**config.mk**
```make
export PLATFORM = sky130hd
export DESIGN_NAME = bin_reshape_gap_est
export DESIGN_NICKNAME = d
export VERILOG_FILES = /design/src/rtl/gap_est_pkg.sv /design/src/rtl/edge_bin_tracker.sv /design/src/rtl/ratio_serial_div.sv /design/src/rtl/bin_reshape_gap_est.sv
export SDC_FILE = /design/constraint.sdc
export NUM_CORES = 1
export LEC_CHECK = 0
export CAP_MARGIN = 0
export CORE_ASPECT_RATIO = 0.8
export CORE_MARGIN = 2
export CORE_UTILIZATION = 70
export DETAILED_ROUTE_END_ITERATION = 6
export DONT_BUFFER_PORTS = 1
export PLACE_DENSITY = 0.83
export SLEW_MARGIN = 20
export SYNTH_ARGS = -nofsm -noshare
export SYNTH_HDL_FRONTEND = slang
export SYNTH_SLANG_ARGS = --single-unit
export TNS_END_PERCENT = 30
```
**constraint.sdc**
```tcl
create_clock -name clk -period 9.81 [get_ports clk]
set_input_delay 0.4905 -clock clk [delete_from_list [all_inputs] [get_ports clk]]
set_output_delay 0.4905 -clock clk [all_outputs]
set_load 0.02 [all_outputs]
```
**src/rtl/gap_est_pkg.sv**
```systemverilog
// Package gap_est_pkg
// Shared types of the bin-reshaping gap estimator. It holds only the
// selector that tells a bin tracker which side of the gap it watches.
package gap_est_pkg;
    typedef enum logic {
        SIDE_LOW  = 1'b0,
        SIDE_HIGH = 1'b1
    } side_e;
endpackage

```
**src/rtl/edge_bin_tracker.sv**
```systemverilog
// Module edge_bin_tracker
// Watches one side of the decision-boundary gap. Over a block it finds
// the extreme coarse code closest to the gap: the maximum on the low side,
// the minimum on the high side. It counts the samples that hit the current
// inner bin and the samples that hit its outer neighbour. When the block
// ends, the extreme becomes the location used by the next block.
// Assumes: hit is already qualified by valid and by the decision bit.
module edge_bin_tracker
    import gap_est_pkg::*;
#(
    parameter int    W    = 8,
    parameter int    CW   = 10,
    parameter side_e SIDE = SIDE_LOW
) (
    input  logic          clk,
    input  logic          rst_n,
    input  logic          hit,
    input  logic [W-1:0]  coarse,
    input  logic          blk_end,
    output logic [W-1:0]  loc,
    output logic          loc_ok,
    output logic [CW-1:0] cnt_in_nxt,
    output logic [CW-1:0] cnt_nb_nxt
);
    logic [W-1:0]  ext_cur, ext_nxt;
    logic          seen_cur, seen_nxt;
    logic [CW-1:0] cnt_in, cnt_nb;
    logic          better, in_hit, nb_hit;
    logic [W:0]    coarse_x, loc_x;

    // Next-state of the extreme search and of the two bin counters
    always_comb begin
        coarse_x   = {1'b0, coarse};
        loc_x      = {1'b0, loc};
        better     = (SIDE == SIDE_HIGH) ? (coarse < ext_cur) : (coarse > ext_cur);
        seen_nxt   = seen_cur | hit;
        ext_nxt    = (hit && (!seen_cur || better)) ? coarse : ext_cur;
        in_hit     = hit && (coarse == loc);
        if (SIDE == SIDE_HIGH) begin
            nb_hit = hit && (coarse_x == loc_x + (W+1)'(1));
        end else begin
            nb_hit = hit && (coarse_x + (W+1)'(1) == loc_x);
        end
        cnt_in_nxt = cnt_in + CW'(in_hit);
        cnt_nb_nxt = cnt_nb + CW'(nb_hit);
    end

    // Block-scoped accumulation; location hand-over at block end
    always_ff @(posedge clk) begin
        if (!rst_n) begin
            cnt_in   <= '0;
            cnt_nb   <= '0;
            seen_cur <= 1'b0;
            ext_cur  <= '0;
            loc      <= (SIDE == SIDE_HIGH) ? '1 : '0;
            loc_ok   <= 1'b0;
        end else if (blk_end) begin
            cnt_in   <= '0;
            cnt_nb   <= '0;
            seen_cur <= 1'b0;
            ext_cur  <= '0;
            if (seen_nxt) begin
                loc    <= ext_nxt;
                loc_ok <= 1'b1;
            end
        end else begin
            cnt_in   <= cnt_in_nxt;
            cnt_nb   <= cnt_nb_nxt;
            seen_cur <= seen_nxt;
            ext_cur  <= ext_nxt;
        end
    end

    // a block starts with empty counters
    assert_clear_R3: assert property (@(posedge clk) disable iff (!rst_n)
        blk_end |=> (cnt_in == '0 && cnt_nb == '0));

    // once a location exists it is never lost
    assert_loc_sticky_R4: assert property (@(posedge clk) disable iff (!rst_n)
        loc_ok |=> loc_ok);
endmodule

```
**src/rtl/ratio_serial_div.sv**
```systemverilog
// Module ratio_serial_div
// Slow restoring divider for the edge fraction floor(num*2^F/den). It
// takes F steps after start and returns frac with F fraction bits. The
// result is clamped to 1.0 when num >= den and forced to 0 (with
// zero_den set) when den is 0. Assumes start never arrives while busy.
module ratio_serial_div #(
    parameter int CW = 10,
    parameter int F  = 4
) (
    input  logic          clk,
    input  logic          rst_n,
    input  logic          start,
    input  logic [CW-1:0] num,
    input  logic [CW-1:0] den,
    output logic          busy,
    output logic          fin,
    output logic [F:0]    frac,
    output logic          zero_den
);
    localparam int KW = $clog2(F + 1);

    logic [CW:0]   rem, rem2;
    logic [CW-1:0] den_r;
    logic [F:0]    quo;
    logic [KW-1:0] steps;
    logic          sat;

    // One shift-and-subtract step of the long division
    always_comb begin
        rem2 = {rem[CW-1:0], 1'b0};
    end

    // Load, iterate F times, then pulse fin
    always_ff @(posedge clk) begin
        if (!rst_n) begin
            rem      <= '0;
            den_r    <= '0;
            quo      <= '0;
            steps    <= '0;
            busy     <= 1'b0;
            fin      <= 1'b0;
            sat      <= 1'b0;
            zero_den <= 1'b0;
        end else if (start) begin
            rem      <= {1'b0, num};
            den_r    <= den;
            quo      <= '0;
            steps    <= KW'(F);
            busy     <= 1'b1;
            fin      <= 1'b0;
            sat      <= (num >= den);
            zero_den <= (den == '0);
        end else if (busy) begin
            if (rem2 >= {1'b0, den_r}) begin
                rem <= rem2 - {1'b0, den_r};
                quo <= {quo[F-1:0], 1'b1};
            end else begin
                rem <= rem2;
                quo <= {quo[F-1:0], 1'b0};
            end
            steps <= steps - KW'(1);
            if (steps == KW'(1)) begin
                busy <= 1'b0;
                fin  <= 1'b1;
            end
        end else begin
            fin <= 1'b0;
        end
    end

    // Result selection: empty divisor, clamp, or quotient
    always_comb begin
        if (zero_den)  frac = '0;
        else if (sat)  frac = (F+1)'(1) << F;
        else           frac = quo;
    end

    // a fraction never exceeds one coarse bin
    assert_frac_bound_R6: assert property (@(posedge clk) disable iff (!rst_n)
        fin |-> (frac <= ((F+1)'(1) << F)));

    // blocks are long enough that the divider is idle at block end
    assert_no_restart_R3: assert property (@(posedge clk) disable iff (!rst_n)
        start |-> !busy);
endmodule

```
**src/rtl/bin_reshape_gap_est.sv**
```systemverilog
// Module bin_reshape_gap_est
// Top of the gap estimator. It coarsens each code by cfg_drop bits and
// splits samples by decision bit into two edge_bin_trackers. It frames
// blocks of cfg_block_len accepted samples and starts one serial divider
// per edge at block end. When both dividers finish, it combines the
// locations used during the block with the two fractions into a signed
// fine gap. Assumes cfg_drop and cfg_block_len are stable and that
// cfg_block_len >= F+2.
module bin_reshape_gap_est
    import gap_est_pkg::*;
#(
    parameter int W     = 8,
    parameter int F     = 4,
    parameter int LEN_W = 10
) (
    input  logic                 clk,
    input  logic                 rst_n,
    input  logic                 in_valid,
    input  logic                 in_dec,
    input  logic [W-1:0]         in_code,
    input  logic [$clog2(W)-1:0] cfg_drop,
    input  logic [LEN_W-1:0]     cfg_block_len,
    output logic                 est_done,
    output logic [W+F+1:0]       est_gap,
    output logic                 est_flag_lo,
    output logic                 est_flag_hi
);
    localparam int DW = $clog2(W);
    localparam int GW = W + F + 2;
    localparam int CW = LEN_W;

    logic [W-1:0]     coarse;
    logic [LEN_W-1:0] bcnt;
    logic             blk_end;
    logic [1:0]       side_hit;
    logic [W-1:0]     loc      [2];
    logic             loc_ok   [2];
    logic [CW-1:0]    c_in     [2];
    logic [CW-1:0]    c_nb     [2];
    logic             d_busy   [2];
    logic             d_fin    [2];
    logic [F:0]       d_frac   [2];
    logic             d_zero   [2];
    logic [W-1:0]     use_lo, use_hi;
    logic             warm_r;
    logic [DW-1:0]    drop_r;
    logic signed [GW-1:0] span_s, fx_s, gap_s;

    // Coarse code, side split and end-of-block detection
    always_comb begin
        coarse      = in_code >> cfg_drop;
        side_hit[0] = in_valid & ~in_dec;
        side_hit[1] = in_valid &  in_dec;
        blk_end     = in_valid && (bcnt == cfg_block_len - LEN_W'(1));
    end

    // Block position counter over accepted samples
    always_ff @(posedge clk) begin
        if (!rst_n)        bcnt <= '0;
        else if (blk_end)  bcnt <= '0;
        else if (in_valid) bcnt <= bcnt + LEN_W'(1);
    end

    for (genvar s = 0; s < 2; s++) begin : g_edge
        edge_bin_tracker #(
            .W   (W),
            .CW  (CW),
            .SIDE((s == 1) ? SIDE_HIGH : SIDE_LOW)
        ) u_trk (
            .clk       (clk),
            .rst_n     (rst_n),
            .hit       (side_hit[s]),
            .coarse    (coarse),
            .blk_end   (blk_end),
            .loc       (loc[s]),
            .loc_ok    (loc_ok[s]),
            .cnt_in_nxt(c_in[s]),
            .cnt_nb_nxt(c_nb[s])
        );

        ratio_serial_div #(
            .CW(CW),
            .F (F)
        ) u_div (
            .clk     (clk),
            .rst_n   (rst_n),
            .start   (blk_end),
            .num     (c_in[s]),
            .den     (c_nb[s]),
            .busy    (d_busy[s]),
            .fin     (d_fin[s]),
            .frac    (d_frac[s]),
            .zero_den(d_zero[s])
        );
    end

    // Freeze the locations and scale that this block counted against
    always_ff @(posedge clk) begin
        if (!rst_n) begin
            use_lo <= '0;
            use_hi <= '0;
            warm_r <= 1'b0;
            drop_r <= '0;
        end else if (blk_end) begin
            use_lo <= loc[0];
            use_hi <= loc[1];
            warm_r <= loc_ok[0] & loc_ok[1];
            drop_r <= cfg_drop;
        end
    end

    // Fine gap from coarse edges and interpolated fractions
    always_comb begin
        span_s = $signed({{(GW-W){1'b0}}, use_hi}) + GW'(1)
               - $signed({{(GW-W){1'b0}}, use_lo});
        fx_s   = (span_s <<< F)
               - $signed({{(GW-F-1){1'b0}}, d_frac[0]})
               - $signed({{(GW-F-1){1'b0}}, d_frac[1]});
        gap_s  = fx_s <<< drop_r;
    end

    // Publish the estimate with a one-cycle done pulse
    always_ff @(posedge clk) begin
        if (!rst_n) begin
            est_done    <= 1'b0;
            est_gap     <= '0;
            est_flag_lo <= 1'b0;
            est_flag_hi <= 1'b0;
        end else begin
            est_done <= d_fin[0] & warm_r;
            if (d_fin[0] && warm_r) begin
                est_gap     <= gap_s;
                est_flag_lo <= d_zero[0];
                est_flag_hi <= d_zero[1];
            end
        end
    end

    // the done output is a single-cycle pulse
    assert_done_pulse_R8: assert property (@(posedge clk) disable iff (!rst_n)
        est_done |=> !est_done);

    // a done pulse follows a finished division
    assert_done_after_div_R8: assert property (@(posedge clk) disable iff (!rst_n)
        est_done |-> $past(d_fin[1]));

    // both edge dividers run in lockstep
    assert_div_lockstep_R8: assert property (@(posedge clk) disable iff (!rst_n)
        d_busy[0] == d_busy[1]);

    // an idle cycle leaves the block position unchanged
    assert_idle_hold_R9: assert property (@(posedge clk) disable iff (!rst_n)
        !in_valid |=> $stable(bcnt));
endmodule

```
==> impl_metrics.json <==
{
  "drive_gt1_share_pct": 5.58,
  "critPathMaxStageDelay_ns": 0.46,
  "top_layer": "met4",
  "synthArstFlopShare_pct": 0,
  "setup_tns_ns": 0,
  "wirelength_um": 26400,
  "drt_iter0_drc": 732,
  "grt-ovfl-total": 0,
  "cts.sinks": 186,
  "tightestPinTransition_ns": 1.14,
  "hold_buffers": 0,
  "first_global_vias": 9028,
  "finalSetupViolCount": 0,
  "cp-endpoint": "g_edge[0].u_div.zero_den$_SDFFE_PN0P_",
  "ys.flop_type": "dfxtp_1",
  "power_leakage_nw": 4.95,
  "vias": 9638,
  "clockRootBuffer": "clkbuf_16",
  "wl_met3_um": 1890,
  "worst_setup_path_start_kind": "input pin",
  "status": "finished clean",
  "rsz0062_at_grt": "false",
  "maxSlewViolCount": 0,
  "cp_slowest_cell": "a21oi_2",
  "die_h_um": 119,
  "postRouteAntennaNets": 0,
  "ir_worst_vdd_uv": 108,
  "drc_errors": 0,
  "max_freq_mhz": 231,
  "syn_inst": 1353,
  "nFillCells": 1148,
  "dpl.hpwl_um": 18400,
  "mostFrequentLayoutCells": "186 x dfxtp_1, 131 x nor2_1, 108 x nand2_1",
  "crit_type": "input pin to register",
  "cts_resized": 0,
  "die_area_um2": 17500,
  "syn_to_final_growth_pct": 5.49,
  "yosysWarnings": 0,
  "avgSynthCellArea_um2": 8.51,
  "reg2reg_setup_slack_ns": 5.81,
  "synth-seq-cells": 186,
  "finalCriticalPeriod_ns": 4.33,
  "final_util_pct": 76.1,
  "track_usage_pct": 30.4,
  "antenna_found_initial": 0,
  "endpoint_kind": "register",
  "ys_types": 78,
  "viasPerCell": 6.25,
  "pre_cts_ws_ns": 5.07,
  "final_common_cell": "dfxtp_1",
  "io-pin-count": 42,
  "worstRegToRegCells": 17,
  "hold_violations": 0,
  "synth-edff-count": 0,
  "place_congestion": 0.909,
  "cts_buffer_depth": 2,
  "slew-limit-headroom_pct": 24.3,
  "htree_levels": 4,
  "syn_area_um2": 11500,
  "port_buffers": 0,
  "cts_setup_buffers": 0,
  "max_cap_violations": 0,
  "min_period_over_period_pct": 44.2,
  "cp.required_ns": 10.16,
  "setup_ws_ns": 5.48,
  "startpoint": "cfg_drop[0]",
  "wl_per_cell_um": 17.1,
  "fp.dieW_um": 147,
  "insertedDiodeCount": 0,
  "grt_pass1_wl_um": 43700,
  "grt_max_degree": 106,
  "clk_pin_slew_ns": 0.08,
  "syn-num-nets": 1479,
  "initial_core_util_pct": 72.2,
  "clock_skew_ns": 0.0124,
  "worstSkewPairLatency_ns": 0.44,
  "worstPathCellList": "mux4_2, nor2_1, a21oi_2, ha_1, nand3_1, nor2_1, mux2_2, nor4_1, ha_1, ha_1, nand3_1, xor2_1, nand3_1, nor4b_1, and3_1, nand4_1, a21boi_0",
  "critPathMaxFanout": 11,
  "powerDensity_nw_per_um2": 128,
  "rows": 41,
  "rr_endpoint": "g_edge[1].u_div.sat$_SDFFE_PN0P_",
  "yosysSeqAreaShare_pct": 32.3,
  "met1_length_um": 12200,
  "cts_tree": "built",
  "met2_length_um": 11800,
  "r2r-start": "g_edge[1].u_trk.loc[4]$_SDFFE_PN1P_",
  "worstPathArrival_ns": 4.69,
  "dr.pass1.iters": 5,
  "min_path_type": "input pin to register",
  "core-area_um2": 16000,
  "cts_buffers": 17,
  "fin_nets": 1439
}
-- per-layer routing --
| metal | global-route usage, % | vias to the layer above |
|---|---|---|
| met3 | 7.22 | 42 |
| met5 | 0 | - |
| met1 | 41.9 | 4543 |
| met2 | 48.0 | 364 |
| met4 | 8.11 | 0 |
| li1 | - | 4689 |
-- cell usage after synthesis, types with 5 or more instances --
cell	instances	share of area, %
o22ai_1	7	0.38
o32ai_1	6	0.46
fa_1	6	1.0
nor2b_1	29	1.6
inv_1	88	2.9
a21oi_1	51	2.2
o31ai_1	7	0.46
mux2i_1	39	3.4
ha_1	95	10
nor4b_1	5	0.38
nor4_1	9	0.49
nand2_1	108	3.5
clkbuf_1	35	1.1
a21o_1	16	1.0
nand4_1	19	1.0
dfxtp_1	186	32
o211a_1	21	1.8
xnor2_1	51	3.9
a21boi_0	24	1.6
nand3_1	55	2.4
buf_1	10	0.33
nand2b_1	11	0.60
and2_1	7	0.38
buf_2	14	0.61
a2bb2oi_1	10	0.76
a31oi_1	11	0.60
o21a_1	19	1.2
mux4_2	5	0.98
o211ai_1	10	0.65
o21bai_1	6	0.39
o21ai_0	60	2.6
nor2_1	132	4.3
xor2_1	56	4.3
mux2_2	8	0.78
nor3_1	24	1.0
and3_1	23	1.2
a211oi_1	16	1.0
-- worst max-delay path, delay by kind of cell --
kind,cells,cell delay [ns]
AOI/OAI and AO/OA,2,0.64
xor gates and xnor gates,1,0.31
adders and majority gates,3,0.94
muxes,2,0.66
and+or+nand+nor,9,1.65
-- stage by stage --
stage	hold slack, ns	total power, W	area (um2)	std cells
3_5_place_dp	0.457	0.000876	11600	1509
6_report	0.186	0.00156	12100	1541
3_3_place_gp	0.449	0.000874	11600	1509
4_1_cts	0.182	0.00156	12100	1541
5_1_grt	0.174	0.00161	12100	1541
2_1_floorplan	0.440	0.000866	11500	1353
-- how the worst min path moves through the flow --
stage / startpoint / end / slack, ns / depth (start not counted)
after floorplan: g_edge[0].u_trk.loc_ok$_SDFFE_PN0P_ / g_edge[0].u_trk.loc_ok$_SDFFE_PN0P_ / 0.44 / 1
after global placement: g_edge[0].u_trk.loc_ok$_SDFFE_PN0P_ / g_edge[0].u_trk.loc_ok$_SDFFE_PN0P_ / 0.45 / 1
after detailed placement: use_lo[5]$_SDFFE_PN0P_ / use_lo[5]$_SDFFE_PN0P_ / 0.46 / 2
after CTS: rst_n / g_edge[1].u_trk.loc_ok$_SDFFE_PN0P_ / 0.18 / 1
after global routing: rst_n / g_edge[1].u_div.den_r[5]$_SDFFE_PN0P_ / 0.17 / 1
final: rst_n / g_edge[0].u_trk.loc[5]$_SDFFE_PN0P_ / 0.19 / 2
-- registers in the layout, summed over array words and instances, names as in the netlist, 10 cells and up --
signal	cells
g_edge.u_trk.cnt_nb	20
est_gap	14
g_edge.u_trk.cnt_in	20
g_edge.u_trk.ext_cur	16
g_edge.u_div.den_r	20
bcnt	10
g_edge.u_div.rem	20
g_edge.u_trk.loc	16
g_edge.u_div.quo	10
-- logic make-up after synthesis --
kind of cell | after synthesis | synth area share, %
compound gates | 308 | 18.8
fa+ha+maj | 101 | 11.4
simple gates | 445 | 18.6
xor+xnor | 108 | 8.28
buf+inv | 153 | 5.45
flops | 186 | 32.3
mux | 52 | 5.15
-- power by group --
group          total (W)  switching (W)  internal (W)
combinational  0.0000984      0.0000558     0.0000426
sequential      0.000763     0.00000368      0.000759
clock           0.000695       0.000327      0.000368
-- layout make-up --
cell class,instances,area (um2),area share [%]
Clock buffer,18,439,3.62
Inverter,88,330,2.72
Clock inverter,14,150,1.24
Sequential cell,186,3720,30.7
Timing Repair Buffer,6,45.0,0.371
Tap cell,215,269,2.22
Multi-Input combinational cell,1014,7190,59.2
No activity file was read; power rests on OpenSTA's default activity.
